--- src/rtl/vme_fix_pkg.sv ---
package vme_fix_pkg;
  typedef enum logic [2:0] {
    ACC_READ    = 3'd0,
    ACC_PORT_WR = 3'd1,
    ACC_PAD_WR  = 3'd2,
    ACC_CLK_WR  = 3'd3
  } acc_kind_e;
endpackage

--- src/rtl/vme_addr_match.sv ---
module vme_addr_match #(
  parameter logic [15:0] BASE_ADDR = 16'hEE00,
  parameter logic [5:0]  AM_CODE   = 6'h29
) (
  input  logic [15:1] addr,
  input  logic [5:0]  am,
  input  logic        as_n,
  output logic        hit
);
  localparam logic [8:0] BASE_HI = {1'b1, BASE_ADDR[14:7]};

  always_comb begin
    hit = !as_n && (am == AM_CODE) && (addr[15:7] == BASE_HI);
  end
endmodule

--- src/rtl/vme_cycle_ctrl.sv ---
module vme_cycle_ctrl
  import vme_fix_pkg::*;
(
  input  logic      clk,
  input  logic      rst,
  input  logic      hit,
  input  logic      as_n,
  input  logic      ds_n,
  input  logic      write_n,
  input  logic      sel_pad,
  input  logic      sel_clk,
  output logic      fire,
  output acc_kind_e kind,
  output logic      ack
);
  logic ack_q;

  always_comb begin
    fire = hit && !ds_n && !ack_q;
    if (write_n)      kind = ACC_READ;
    else if (sel_pad) kind = ACC_PAD_WR;
    else if (sel_clk) kind = ACC_CLK_WR;
    else              kind = ACC_PORT_WR;
  end

  always_ff @(posedge clk) begin
    if (rst) ack_q <= 1'b0;
    else     ack_q <= fire || (ack_q && !ds_n && !as_n);
  end

  assign ack = ack_q;

  AST_ACK_NEEDS_HIT: assert property (@(posedge clk) disable iff (rst)
    $rose(ack_q) |-> $past(hit));
  AST_ACK_HOLD: assert property (@(posedge clk) disable iff (rst)
    (ack_q && !ds_n && !as_n) |=> ack_q);
  AST_ACK_DROP: assert property (@(posedge clk) disable iff (rst)
    (ds_n || as_n) |=> !ack_q);
endmodule

--- src/rtl/vme_reg_bank.sv ---
module vme_reg_bank
  import vme_fix_pkg::*;
#(
  parameter int DW        = 16,
  parameter int NUM_PORTS = 16,
  localparam int IDX_W    = $clog2(NUM_PORTS)
) (
  input  logic                 clk,
  input  logic                 rst,
  input  logic                 fire,
  input  acc_kind_e            kind,
  input  logic [IDX_W-1:0]     idx,
  input  logic [DW-1:0]        wdata,
  output logic [NUM_PORTS-1:0] wr_en,
  output logic [DW-1:0]        wr_data,
  output logic [DW-1:0]        pad_q,
  output logic [DW-1:0]        clk_q
);
  logic port_go;
  assign port_go = fire && (kind == ACC_PORT_WR);

  always_ff @(posedge clk) begin
    if (rst) begin
      pad_q   <= '0;
      clk_q   <= '0;
      wr_data <= '0;
    end else begin
      if (fire && kind == ACC_PAD_WR) pad_q <= wdata;
      if (fire && kind == ACC_CLK_WR) clk_q <= wdata;
      if (port_go) wr_data <= wdata;
    end
  end

  for (genvar p = 0; p < NUM_PORTS; p++) begin : g_strobe
    always_ff @(posedge clk) begin
      if (rst) wr_en[p] <= 1'b0;
      else     wr_en[p] <= port_go && (idx == p[IDX_W-1:0]);
    end
  end

  AST_WR_ONEHOT: assert property (@(posedge clk) disable iff (rst)
    $onehot0(wr_en));
  AST_STROBE_PULSE: assert property (@(posedge clk) disable iff (rst)
    (|wr_en) |=> !(|wr_en));
  AST_PAD_PRIORITY: assert property (@(posedge clk) disable iff (rst)
    (fire && kind == ACC_PAD_WR) |=> $stable(clk_q));
endmodule

--- src/rtl/vme_read_mux.sv ---
module vme_read_mux #(
  parameter int DW        = 16,
  parameter int NUM_PORTS = 16,
  localparam int IDX_W    = $clog2(NUM_PORTS)
) (
  input  logic [NUM_PORTS*DW-1:0] port_data,
  input  logic [NUM_PORTS-1:0]    port_driven,
  input  logic [IDX_W-1:0]        idx,
  output logic [DW-1:0]           rdata
);
  logic [DW-1:0] filled [NUM_PORTS];

  for (genvar p = 0; p < NUM_PORTS; p++) begin : g_fill
    assign filled[p] = port_driven[p] ? port_data[p*DW +: DW] : {DW{1'b1}};
  end

  assign rdata = filled[idx];
endmodule

--- src/rtl/vme_fixture_slave.sv ---
module vme_fixture_slave
  import vme_fix_pkg::*;
#(
  parameter logic [15:0] BASE_ADDR = 16'hEE00,
  parameter logic [5:0]  AM_CODE   = 6'h29,
  parameter int          DW        = 16,
  parameter int          NUM_PORTS = 16,
  localparam int         IDX_W     = $clog2(NUM_PORTS)
) (
  input  logic                    clk,
  input  logic                    rst,
  input  logic [15:1]             bus_addr,
  input  logic [5:0]              bus_am,
  input  logic                    bus_as_n,
  input  logic                    bus_ds_n,
  input  logic                    bus_write_n,
  input  logic [DW-1:0]           bus_data_in,
  output logic [DW-1:0]           bus_data_out,
  output logic                    bus_data_oe,
  output logic                    bus_dtack_n,
  input  logic [NUM_PORTS*DW-1:0] dut_port_data,
  input  logic [NUM_PORTS-1:0]    dut_port_driven,
  output logic [NUM_PORTS-1:0]    dut_wr_en,
  output logic [DW-1:0]           dut_wr_data,
  output logic [DW-1:0]           pad_drive,
  output logic [DW-1:0]           clk_drive
);
  logic             hit;
  logic             fire;
  logic             ack;
  acc_kind_e        kind;
  logic [IDX_W-1:0] idx;
  logic [DW-1:0]    mux_data;
  logic [DW-1:0]    rd_q;
  logic             oe_q;

  assign idx = bus_addr[IDX_W:1];

  vme_addr_match #(.BASE_ADDR(BASE_ADDR), .AM_CODE(AM_CODE)) u_match (
    .addr(bus_addr), .am(bus_am), .as_n(bus_as_n), .hit(hit)
  );

  vme_cycle_ctrl u_ctrl (
    .clk(clk), .rst(rst), .hit(hit), .as_n(bus_as_n), .ds_n(bus_ds_n),
    .write_n(bus_write_n), .sel_pad(bus_addr[6]), .sel_clk(bus_addr[5]),
    .fire(fire), .kind(kind), .ack(ack)
  );

  vme_reg_bank #(.DW(DW), .NUM_PORTS(NUM_PORTS)) u_regs (
    .clk(clk), .rst(rst), .fire(fire), .kind(kind), .idx(idx),
    .wdata(bus_data_in), .wr_en(dut_wr_en), .wr_data(dut_wr_data),
    .pad_q(pad_drive), .clk_q(clk_drive)
  );

  vme_read_mux #(.DW(DW), .NUM_PORTS(NUM_PORTS)) u_rmux (
    .port_data(dut_port_data), .port_driven(dut_port_driven),
    .idx(idx), .rdata(mux_data)
  );

  always_ff @(posedge clk) begin
    if (rst) begin
      rd_q <= '0;
      oe_q <= 1'b0;
    end else begin
      if (fire && kind == ACC_READ) begin
        rd_q <= mux_data;
        oe_q <= 1'b1;
      end else if (bus_ds_n || bus_as_n) begin
        oe_q <= 1'b0;
      end
    end
  end

  assign bus_data_out = oe_q ? rd_q : '0;
  assign bus_data_oe  = oe_q;
  assign bus_dtack_n  = !ack;

  AST_OE_WITH_ACK: assert property (@(posedge clk) disable iff (rst)
    bus_data_oe |-> !bus_dtack_n);
  AST_DRIVE_NEEDS_READ: assert property (@(posedge clk) disable iff (rst)
    $rose(bus_data_oe) |-> $past(hit && bus_write_n));
endmodule

--- config.mk ---
export PLATFORM = sky130hd
export DESIGN_NAME = vme_fixture_slave
export DESIGN_NICKNAME = d
export VERILOG_FILES = /design/src/rtl/vme_fix_pkg.sv /design/src/rtl/vme_addr_match.sv /design/src/rtl/vme_cycle_ctrl.sv /design/src/rtl/vme_reg_bank.sv /design/src/rtl/vme_read_mux.sv /design/src/rtl/vme_fixture_slave.sv
export SDC_FILE = /design/constraint.sdc
export NUM_CORES = 1
export LEC_CHECK = 0
export BUFFER_PORTS_ARGS = -buffer_cell sky130_fd_sc_hd__buf_4
export CAP_MARGIN = 20
export CELL_PAD_IN_SITES_DETAIL_PLACEMENT = 0
export CELL_PAD_IN_SITES_GLOBAL_PLACEMENT = 1
export CORE_AREA = 3 3 153 155
export CTS_BUF_LIST = sky130_fd_sc_hd__clkbuf_8
export DETAILED_ROUTE_END_ITERATION = 7
export DIE_AREA = 0 0 156 158
export HOLD_SLACK_MARGIN = 0.15
export PLACE_DENSITY = 0.78
export SLEW_MARGIN = 20
export SYNTH_ARGS = -nofsm -noshare
export SYNTH_HDL_FRONTEND = slang
export SYNTH_SLANG_ARGS = --single-unit
--- constraint.sdc ---
create_clock -name clk -period 2.9 [get_ports clk]
set_clock_uncertainty 0.2 [all_clocks]
set_input_delay 0.58 -clock clk [delete_from_list [all_inputs] [get_ports clk]]
set_output_delay 0.58 -clock clk [all_outputs]
set_load 0.01 [all_outputs]
# After elaboration in Yosys (flattened, before gate mapping)
# Cells that the tools add are included.
# op_classes
magnitude_cmp	1
eq_ne	20
muxes	25
bitwise	1
reduce_logical	34
# ops
operator	n
2-to-1 mux 16 bit	19
binary-select mux 16 bit (select 4 bit)	1
equality test 4 bit, second input constant	8
logical AND 1 bit	26
equality test 4 x 3 -> 1 bit, second input constant	4
equality test 9 bit, second input constant	1
equality test 4 x 2 -> 1 bit, second input constant	2
equality test 3 x 2 -> 1 bit, second input constant	2
equality test 6 bit, second input constant	1
2-to-1 mux 3 bit	2
greater-or-equal comparator 5 bit, second input constant	1
inverter 4 -> 5 bit	1
equality test 4 x 1 -> 1 bit, second input constant	1
logical NOT 4 bit	1
equality test 3 x 1 -> 1 bit, second input constant	1
logical NOT 1 bit	3
logical NOT 3 bit	1
logical OR 1 bit	2
2-to-1 mux 1 bit	2
2-to-1 mux 2 bit	1
nonzero test 2 bit	1
# word_totals
ff_bits	82
inputBits	314
out_inout_bits	82
elab_cells	103

# Longest topological paths before layout
# depth
word_depth	7
depth_mapped	8
depth_no_buf	5

# Modules after synthesis
# From an unflattened synthesis, not the netlist that was laid out.
# unflattened
hier_cells	638
hier_area_um2	5604.1
# by_module_without_submodules
module	instances	cells_each	area_per_inst_um2	seq_area_each_um2
vme_reg_bank	1	223	2553.7	1281.2
vme_read_mux	1	309	2029.4	0.0
vme_fixture_slave	1	91	892.1	340.3
vme_cycle_ctrl	1	10	77.6	20.0
vme_addr_match	1	5	51.3	0.0

# Worst setup path before layout
# OpenSTA, ideal clock, no wires.
# synth_timing
path_kind	in2reg
start	input bus_am[2]
end	register u_regs.clk_q[10]
arrival_time_ns	2.451
required_ns	2.561
path_slack_ns	0.110
stages	7
path_buffers	2
path_cell_list	or4b_4 -> or4_4 -> or4_4 -> buf_6 -> buf_12 -> nand2_2 -> a21oi_2
# synth_via
elab_chain_cells	6
# synth_rtl
element	line_no	rtl
start, declared	vme_fixture_slave.sv:13	input logic [5:0] bus_am,
equality test 6 bit	vme_addr_match.sv:13	hit = !as_n && (am == AM_CODE) && (addr[15:7] == BASE_HI);
logical AND 1 bit (2 in a row)	vme_addr_match.sv:13	
logical AND 1 bit (2 in a row)	vme_cycle_ctrl.sv:19	fire = hit && !ds_n && !ack_q;
logical AND 1 bit	vme_reg_bank.sv:29	if (fire && kind == ACC_CLK_WR) clk_q <= wdata;
end signal, assigned	vme_reg_bank.sv:29	
end, declared	vme_reg_bank.sv:17	output logic [DW-1:0] clk_q
# Every way passes these cells.
# A chain may end at the register's enable or synchronous reset.

# Final worst setup path
# layout_timing
start	input bus_am[2]
end	register rd_q[0]
# layout_via
elab_chain_cells	6
# layout_rtl
element	line_no	rtl
equality test 6 bit	vme_addr_match.sv:13	
logical AND 1 bit (2 in a row)	vme_addr_match.sv:13	
logical AND 1 bit (2 in a row)	vme_cycle_ctrl.sv:19	
logical AND 1 bit	vme_fixture_slave.sv:65	if (fire && kind == ACC_READ) begin
end signal, assigned	vme_fixture_slave.sv:66	rd_q <= mux_data;
end, declared	vme_fixture_slave.sv:34	logic [DW-1:0] rd_q;
# Every way passes these cells.

==> metrics <==
status=complete, no violations; Post-synth EDFFs=0; Top FF cell, synth=dfxtp_1; Worst setup EP type=register; synthesized net count=948; Async SR Flop Fraction=0%; Synth warnings=0; sequential fraction of the synthesis area=34.5%; share of the synthesized area in the top cell type=34.5%; Comb pwr share=26.9%; GRT Resource Usage Total=21.4%; beginning of the worst hold path=rd_q[11]; Cell variety after synth=37; CORE AREA=22000 um^2; Critical Path Source Type=primary input; Post-synth top cells=192 x o22ai_1, 114 x nand2_1, 82 x dfxtp_1; smallest hold slack=0.253 ns; WL/cell=21.8 um; worst skew pair latency=0.36 ns; CTS hold repair buffers=0; clock share of power=31.6%; port bufs=395; cell-internal power=1.92 mW; final hold viol count=0; GPL Wtd Cong=0.929; average vias per placed instance=5.06; drt first pass iters=5; fin crit share=90.3%; gr ovfl total=0; largest net degree at the start of global routing=46; Hold Path Depth=2; Post-Synthesis Cells=634; Area contributors post-synth=dfxtp_1 35%, o22ai_1 25%, nand2_1 9.0%; antenna violations before repair=1; Rows=54; WP data arrival=2.69 ns; Critical-path top delay cell=or4b_4; drc violations=0; IO Count=396; share of post-route cells with drive strength above 1=47.6%; CTS sink cnt=82; Clock Path Buffers=2; initial core utilization=21.6%; worst r2r src=u_ctrl.ack; endpoints failing setup=0; Hold Crit Class=reg -> reg; Gates resized, CTS repair=0; crit-path max cell delay=0.54 ns; Layout Nets=1324; critical path peak fanout=15; Sw Pwr=0.788 mW; Worst Tran Pin Value=0.742 ns; DR iter-0 viols=522; Sequential Power Share=41.6%; internal reg-to-reg setup slack=0.54 ns; vias=6552; top-count cell post-synth=o22ai_1; CP required=2.97 ns; Synth-to-Final Area Change=73.4%; worst hold endpoint=rd_q[11]; TritonCTS clock tree=built; post-DP HPWL=23.3 mm; CP Cell Sequence=buf_4, or4b_4, or4_4, buf_4, nor4_4, buf_4, nand2_2, o211ai_1; final wirelength=28.2 mm; CP most frequent cell=buf_4; vias in the first global route=6525; Post-CTS Setup Inserts=0; Detail Route Antenna Nets=0; Filler cells=2337; R2R depth=7; Horiz. Die Dim=156 um; Rel. slew slack=50.6%; total die area=24600 um^2; height of the chip=158 um; Period minus WS final=2.62 ns; first-pass GRT wire length=40.1 mm; Placed Instance Area=8040 um^2; fin util=37.5%; end of the worst register-to-register path=rd_q[0]; max_cap viols=0; final instance area=8240 um^2; H-tree depth=3; CP Class=in -> reg; FMAX=0.382 GHz; Switching Share=29.1%; Inst Count DP=1279; RSZ-0062 raised after global routing=no; PwrDens=328 nW/um^2; Design Power=2.71 mW; synthesized area per cell=7.50 um^2; Post-Layout Cell Count=1296; peak supply drop=0.240 mV; area leader, netlist=dfxtp_1; root buffer cell=clkbuf_8; #FFs+latches synth=82; Slew Limit Fails=0; Mapped Area=4750 um^2; Pleak=3.55 nW; clock slew at reported path FFs=0.08 ns; Num CTS Buffers=9
critical path, delay by kind of cell:
| family | cells | cell delay (ns) |
|---|---|---|
| and+or+nand+nor | 4 | 1.36 |
| buffers and inverters | 3 | 0.47 |
| AOI/OAI and AO/OA | 1 | 0.27 |
placed cells by master, fill, tap and decap left out, types with 2 or more instances in the layout:
cell type,instances
nor2_1,32
inv_6,2
clkinvlp_4,2
clkbuf_8,9
o211ai_1,22
nor4_4,2
a21oi_2,10
or3_1,2
nand3_1,5
a21oi_1,39
or4_4,2
buf_4,426
o211ai_2,10
nand2b_1,11
nand2_1,114
or2_2,2
nor4_1,5
nand2_2,11
inv_1,2
o22ai_1,192
dfxtp_1,82
and2_1,16
metal layers:
layer  vias to the layer above  global-route usage [%]  routed length, um  part of all wire (%)
met5                         -                       0                  0                     0
met1                      2989                    29.1              12400                    44
li1                       3163                       -                  -                     -
met2                       343                    33.2              12500                    44
met3                        57                    4.76               2260                   8.0
met4                         0                    8.20                997                   3.5
cell type report:
| type | count | area (um^2) | area share, % |
|---|---|---|---|
| Clock inverter | 7 | 76.3 | 0.926 |
| Sequential cell | 82 | 1640 | 19.9 |
| Tap cell | 280 | 350 | 4.25 |
| Clock buffer | 9 | 124 | 1.50 |
| Inverter | 3 | 11.3 | 0.137 |
| Antenna cell | 1 | 2.50 | 0.0304 |
| Multi-Input combinational cell | 488 | 2830 | 34.4 |
| Timing Repair Buffer | 426 | 3200 | 38.8 |
state kept, by name (all words and copies together), names as in the netlist:
signal	count
rd_q	16
u_regs.clk_q	16
u_regs.pad_q	16
u_regs.wr_data	16
u_regs.wr_en	16
bus_data_oe	1
u_ctrl.ack	1
cells by family after synthesis:
kind of cell	synth area share (%)
compound gates	37.7
simple gates	22.0
flops	34.5
buf+inv	5.82
worst max path at each step:
stage,startpoint,depth (start not counted),end
4_1_cts,bus_am[2],8,rd_q[1]
2_1_floorplan,bus_am[2],7,u_regs.clk_q[10]
5_1_grt,bus_am[2],8,rd_q[1]
6_report,bus_am[2],8,rd_q[0]
3_5_place_dp,bus_am[2],8,rd_q[14]
3_3_place_gp,bus_am[2],8,rd_q[13]
power groups by stage:
stage / combinational, mW / clock (mW) / sequential, mW
2_1_floorplan: 0.252 / 0 / 1.15
3_3_place_gp: 0.719 / 0 / 1.15
3_5_place_dp: 0.718 / 0 / 1.15
4_1_cts: 0.721 / 0.879 / 1.12
5_1_grt: 0.776 / 0.921 / 1.13
6_report: 0.727 / 0.854 / 1.12
per-stage QoR:
step,setup WS [ns],TNS [ns]
final,0.281,0
after global routing,0.171,0
after CTS,0.279,0
after detailed placement,-0.0928,-0.960
after global placement,-0.0494,-0.552
after floorplan,0.110,0
No activity file was read; power rests on OpenSTA's default activity.
